File: src/rtl/tpg_pkg.sv
package tpg_pkg;

    localparam int ACC_W   = 16;
    localparam int STEP_W  = 8;
    localparam int SAMP_W  = 8;
    localparam int CHAN_N  = 3;
    localparam int PIX_W   = CHAN_N * SAMP_W;

    typedef enum logic [1:0] {
        PAT_GRAD   = 2'd0,
        PAT_INV    = 2'd1,
        PAT_LINE_A = 2'd2,
        PAT_LINE_B = 2'd3
    } pat_mode_e;

    typedef enum logic [1:0] {
        SRC_PAT  = 2'd0,
        SRC_ZERO = 2'd1,
        SRC_MID  = 2'd2,
        SRC_FULL = 2'd3
    } chan_src_e;

    typedef struct packed {
        logic [ACC_W-1:0]  acc;
        logic [STEP_W-1:0] cnt;
        logic              odd;
    } axis_view_t;

    function automatic logic is_line(input pat_mode_e m);
        return (m == PAT_LINE_A) || (m == PAT_LINE_B);
    endfunction

    function automatic logic [SAMP_W-1:0] chan_pick(input chan_src_e s,
                                                    input logic [SAMP_W-1:0] pat);
        logic [SAMP_W-1:0] r;
        case (s)
            SRC_PAT:  r = pat;
            SRC_ZERO: r = '0;
            SRC_MID:  r = {1'b1, {(SAMP_W-1){1'b0}}};
            default:  r = '1;
        endcase
        return r;
    endfunction

endpackage

File: src/rtl/tpg_axis.sv
module tpg_axis
    import tpg_pkg::*;
#(
    parameter int POS_W = 12
) (
    input  logic              clk,
    input  logic              rst,
    input  logic              clear,
    input  logic              adv,
    input  logic              rep_en,
    input  logic [POS_W-1:0]  half,
    input  logic [STEP_W-1:0] step,
    input  logic [ACC_W-1:0]  inc,
    output axis_view_t        view_o
);

    axis_view_t       state_q;
    axis_view_t       eff;
    axis_view_t       nxt;
    logic [POS_W-1:0] pos_q;
    logic             restart;

    // Repeat restarts the walk on the midpoint position itself.
    assign restart = rep_en && (pos_q == half);

    always_comb begin
        eff = restart ? '0 : state_q;
        nxt = eff;
        if (eff.cnt == step) begin
            nxt.cnt = '0;
            nxt.acc = eff.acc + inc;
            nxt.odd = ~eff.odd;
        end else begin
            nxt.cnt = eff.cnt + 1'b1;
        end
    end

    assign view_o = eff;

    always_ff @(posedge clk) begin
        if (rst || clear) begin
            state_q <= '0;
            pos_q   <= '0;
        end else if (adv) begin
            state_q <= nxt;
            pos_q   <= pos_q + 1'b1;
        end
    end


    clear_pos_chk: assert property (@(posedge clk) disable iff (rst)
        clear |=> (pos_q == '0) && (state_q.acc == '0));


    restart_acc_chk: assert property (@(posedge clk) disable iff (rst)
        (restart && adv && !clear && (step == '0)) |=> (state_q.acc == $past(inc)));


    adv_pos_chk: assert property (@(posedge clk) disable iff (rst)
        (adv && !clear) |=> (pos_q == $past(pos_q) + 1'b1));

endmodule

File: config.mk
export PLATFORM = sky130hd
export DESIGN_NAME = tpg_axis
export DESIGN_NICKNAME = d
export VERILOG_FILES = /design/src/rtl/tpg_pkg.sv /design/src/rtl/tpg_axis.sv
export SDC_FILE = /design/constraint.sdc
export NUM_CORES = 1
export LEC_CHECK = 0
export BUFFER_PORTS_ARGS = -buffer_cell sky130_fd_sc_hd__buf_2
export CORE_ASPECT_RATIO = 1.4
export CORE_MARGIN = 1
export CORE_UTILIZATION = 54
export CTS_CLUSTER_SIZE = 14
export DETAILED_ROUTE_END_ITERATION = 12
export HOLD_SLACK_MARGIN = 0.15
export PLACE_DENSITY = 0.8
export SETUP_SLACK_MARGIN = 0.4
export SLEW_MARGIN = 15
export SYNTH_ARGS = -nofsm -noshare
export SYNTH_HDL_FRONTEND = slang
export SYNTH_SLANG_ARGS = --single-unit
File: constraint.sdc
create_clock -name clk -period 4 [get_ports clk]
set_clock_uncertainty 0.05 [all_clocks]
set_input_delay 0.2 -clock clk [delete_from_list [all_inputs] [get_ports clk]]
set_output_delay 0.2 -clock clk [all_outputs]
set_load 0.02 [all_outputs]
After elaboration in Yosys (flattened, before gate mapping). Cells that the tools add are included. W data, S select, Z words.

Register bits: 37. Latch bits: 0. RAM bits: 0. Memory bits (read-only): 0. Input bits: 41. Output and inout bits: 25. Logic and storage cells: 16. Memories kept: 0.

Add/sub/neg operators: 3. $mul: 0. Div/mod/pow operators: 0. $lt $le $gt $ge: 0. Eq/ne operators: 2. Shift-type cells: 0. Mux-type cells: 4. Bitwise gates (word level): 1. Reductions and logical operators: 2.

Operators with widths (count): $mux W25 (1); $add A16 B16 Y16 (1); $mux W16 (1); $add A12 B1 Y12 const B (1); $eq A12 B12 Y1 (1); $add A8 B1 Y8 const B (1); $eq A8 B8 Y1 (1); $mux W8 (1); $logic_and A1 B1 Y1 (1); $logic_or A1 B1 Y1 (1); $mux W1 (1); $not A1 Y1 (1).

Depth between registers and ports, before layout.
Depth after elaboration: 5. Depth in mapped cells: 18. Mapped depth without buffers: 14.

Worst setup path after synthesis. OpenSTA, ideal clock, no wires.

Path type: flip-flop to flip-flop. Start: register pos_q[3]. End: register state_q[24] (netlist name). Library setup time: 0.127 ns. Arrival time: 3.655 ns. Data required time: 3.823 ns. Setup slack: 0.168 ns. Cell stages (with the launch flop): 17. Path buffers: 4. Clock period less this slack: 3.832 ns. Path through: dfxtp_1 > buf_6 > xnor2_2 > nand4_2 > or4_1 > buf_2 > clkbuf_1 > clkbuf_1 > and2_1 > ha_1 > and3_1 > and3_1 > nand3_1 > a21oi_1 > o21ba_2 > o2111ai_1 > or3b_1.

RTL lines: start, declared (line tpg_axis.sv:20) `logic [POS_W-1:0] pos_q;`; start signal, assigned (line tpg_axis.sv:46) `pos_q <= pos_q + 1'b1;`; end signal, assigned (line tpg_axis.sv:45) `state_q <= nxt;`; end, declared (line tpg_axis.sv:17) `axis_view_t state_q;`.

Final worst setup path.
Start: register pos_q[3]. End: register state_q[24] (netlist name).

Word-level cells in the longest chain between the ends: 5. Elaborated cells between the ends (all ways): 6. Those cells by class: add/sub (1); eq/ne (2); mux (2); reduce/logical (1).

Ends and longest elaborated chain: $eq A12 B12 Y1 * (line tpg_axis.sv:24) `assign restart = rep_en && (pos_q == half);`; $logic_and A1 B1 Y1 * (line tpg_axis.sv:24); $mux W25 * (line tpg_axis.sv:27) `eff = restart ? '0 : state_q;`; $add A16 B16 Y16 / $eq A8 B8 Y1 (equally long branches) (line tpg_axis.sv:31, tpg_axis.sv:29); $mux W16 * (line tpg_axis.sv:29) `if (eff.cnt == step) begin`.

Mark *: on every way between the ends. The rest lies on a longest branch, timed or not. A chain may end at the register's enable or synchronous reset.

==> results.sh <==
export IMPL_outcome="finished, final reports clean"
export IMPL_holdCritPathClass="input pin to flip-flop"
export IMPL_maxCapViolations=0
export IMPL_irDropWorstVdd_mv=0.2243
export IMPL_area_growth_pct=24.63
export IMPL_residual_drc=0
export IMPL_rr_startpoint="pos_q[3]"
export IMPL_synthesis_instances=352
export IMPL_synth_top_family_by_area="simple AND/OR/NAND/NOR gates"
export IMPL_detailedRoute_firstPassIterationCount=4
export IMPL_tritoncts="yes"
export IMPL_cp_cell_sequence="xnor2_2 -> nand4_2 -> or4_4 -> buf_12 -> and2_2 -> ha_4 -> and3_1 -> and3_1 -> nand3_2 -> a21oi_2 -> nor3b_2 -> o2111ai_1 -> or3b_1"
export IMPL_cp_data_arrival_time_ns=3.54
export IMPL_syn_area_per_cell_sq_um=7.994
export IMPL_holdCritStartpoint="inc[0]"
export IMPL_crit_path_frequent_cell="sky130_fd_sc_hd__and3_1"
export IMPL_grt_pass1_vias=2727
export IMPL_yosys_most_used_dff="sky130_fd_sc_hd__dfxtp_1"
export IMPL_routedWlPerCell_microns=14.48
export IMPL_grt_setup_unrepaired="false"
export IMPL_mostFrequentLayoutCells="sky130_fd_sc_hd__buf_2 (65), sky130_fd_sc_hd__nor2_1 (29), sky130_fd_sc_hd__dfxtp_1 (29), sky130_fd_sc_hd__nand2_1 (23), sky130_fd_sc_hd__nand3_1 (22)"
export IMPL_grt_start_max_net_pins=23
export IMPL_post_synth_mux_area_share_pct=0.7114
export IMPL_hpwlAfterDp_mm=5.245
export IMPL_timing_worst_slew_pin_value_ns=1.020
export IMPL_dp_worst_setup_slack_ns=0.2592
export IMPL_path_clk_slew_ns=0.08
export IMPL_post_place_cells=468
export IMPL_ant_nets=0
export IMPL_achievable_frequency_mhz=292.8
export IMPL_synth_area_sq_um=2814
export IMPL_grt_util_all_layers_pct=26.54
export IMPL_parity_gate_share_of_the_synthesized_area_counting_xor_and_xnor_cells_pct=10.54
export IMPL_most_common_cell_after_layout_fill_and_taps_aside="sky130_fd_sc_hd__buf_2"
export IMPL_layout_cell_share_with_drive_strength_beyond_1_pct=30.07
export IMPL_critical_path_class="flip-flop to flip-flop"
export IMPL_crit_path_start_kind="flip-flop"
export IMPL_final_max_slew_viol_count=0
export IMPL_grt_remaining_overflow=0
export IMPL_grt_antenna_before_repair=0
export IMPL_critical_path_depth=13
export IMPL_vias_per_cell=5.880
export IMPL_layout_min_cycle_time_ns=3.415
export IMPL_slowest_stage="sky130_fd_sc_hd__or4_4"
export IMPL_synth_compound_area_share_pct=21.70
export IMPL_clock_insertion_delay_worst_skew_ns=0.29
export IMPL_clk_path_buf_depth=2
export IMPL_synthArstFlopShare_pct=0
export IMPL_worstPathRequired_ns=4.13
export IMPL_routabilityCongestion=0.8827
export IMPL_crit_path_start="pos_q[3]"
export IMPL_synth_seq_area_share_pct=26.32
export IMPL_mapped_nets=411
export IMPL_synth_edf_count=0
export IMPL_regToRegEndpoint="state_q[24]"
export IMPL_floorplan_initialDensity_pct=57.23
export IMPL_cp_num_buf_inv=1
export IMPL_count_of_nets_after_finishing=477
export IMPL_cts_sinks=37
export IMPL_die_area_sq_um=5508
export IMPL_h_tree_depth=2
export IMPL_critical_path_max_fanout=20
export IMPL_floorplan_rows=30
export IMPL_cpLargestDelayFamily="simple AND/OR/NAND/NOR gates"
export IMPL_crit_path_end_kind="flip-flop"
export IMPL_via_count=2840
export IMPL_power_per_cell_area_nw_per_um2=235.6
export IMPL_rrSetupSlack_ns=0.58
export IMPL_finalHoldViolations=0
export IMPL_port_buffers=65
export IMPL_grt_first_pass_wirelength_mm=11.72
export IMPL_synth_ff_latch_count=37
export IMPL_crit_path_max_incr_delay_ns=0.58
export IMPL_min_delay_path_depth=3
export IMPL_relSlewSlack_pct=31.63
export IMPL_ctsRootBufferMaster="sky130_fd_sc_hd__clkbuf_8"
export IMPL_hold_ws_ns=0.2038
export IMPL_chipHeight_microns=87.42
export IMPL_fraction_of_the_mapped_netlist_area_in_adder_cells_pct=8.270
export IMPL_post_layout_nonfiller_instances=483
export IMPL_route_final_wire_length_mm=6.992
export IMPL_io_pins=66
export IMPL_timing_final_ws_setup_ns=0.5847
export IMPL_finalSetupViolations=0
export IMPL_setup_tns_ns=0
export IMPL_die_width_microns=63.01
export IMPL_worst_r2r_cell_count=13
export IMPL_core_area_sq_um=4917
export IMPL_insertedDiodeCount=0
export IMPL_worst_setup_path_endpoint="state_q[24]"
export IMPL_yosysUniqueCellTypes=54
export IMPL_holdBufCountCts=0
export IMPL_post_route_period_util_pct=85.38
export IMPL_synthSimpleGateAreaFrac_pct=27.39
export IMPL_cts_buffers_inserted=5
export IMPL_drt_first_iter_violations=190
export IMPL_power_static_leakage_nw=1.507
export IMPL_ys_warn_count=0
power by group:
group	switching, W	internal (W)
sequential	0.00000231	0.000369
clock	0.000141	0.000203
combinational	0.0000593	0.0000517
repair_timing:
item	4_1_cts	5_1_grt
setup buffers	2	5
gates cloned	0	0
endpoints found under the setup margin	5	7
pin swaps	2	6
gates resized for setup	4	20
logic make-up (layout without fill, tap and decap cells):
family / after synthesis / count (layout)
adders and majority gates: 18 / 18
AOI/OAI and AO/OA: 86 / 86
muxes: 2 / 2
buffers and inverters: 31 / 98
DFF: 37 / 37
and+or+nand+nor: 145 / 145
xor gates and xnor gates: 33 / 33
worst min-delay path: stages:
cell and delay, ns:
sky130_fd_sc_hd__buf_2 0.08, sky130_fd_sc_hd__ha_1 0.12, sky130_fd_sc_hd__a22o_1 0.11
sequential cells by signal, summed over array words and instances (netlist names):
| name | cells |
|---|---|
| pos_q | 12 |
| state_q | 25 |
synth_stat cells (all sizes together) (10+ instances only):
library cell   n  area, sq um
nor2          29        108.9
a22o          14        122.6
nand2         24        90.09
nand3         24        120.1
nor4          10        62.56
o21ai         15        75.07
a21oi         18        90.09
dfxtp         37        740.7
xnor2         23        209.0
inv           15        56.30
xor2          10        87.58
and2          20        125.1
ha            17        212.7
area by class of cell:
type                    instances  area, sq um
fillers                       405         1410
multi-input cells             284         2092
clock buffers                   7        86.33
repair buffers                 74        405.4
clock inverters                 1        30.03
inverters                      16        60.06
flip-flops and latches         37        753.2
well taps                      64        80.08
metrics by stage:
step | cell area, sq um | total power [W] | util [%]
6_report | 3507 | 0.0008261 | 71.32
5_1_grt | 3507 | 0.0008573 | 71.32
4_1_cts | 3391 | 0.0008224 | 68.96
3_5_place_dp | 3248 | 0.0004817 | 66.06
3_3_place_gp | 3248 | 0.0004792 | 66.06
2_1_floorplan | 2904 | 0.0004437 | -
routing by layer:
| layer | track usage [%] | share of wire [%] | vias up |
|---|---|---|---|
| li1 | - | - | 1420 |
| met1 | 30.00 | 41 | 1326 |
| met2 | 49.95 | 53 | 82 |
| met3 | 4.058 | 4.2 | 12 |
| met4 | 8.879 | 1.5 | 0 |
| met5 | 0 | 0 | - |
how the worst min path moves through the flow:
stage | endpoint | slack (ns)
floorplan | state_q[11] | 0.38
global placement | state_q[11] | 0.40
detailed placement | state_q[11] | 0.40
CTS | state_q[9] | 0.20
global route | state_q[9] | 0.22
finish | state_q[9] | 0.20
(Power assumes the default switching activity.)
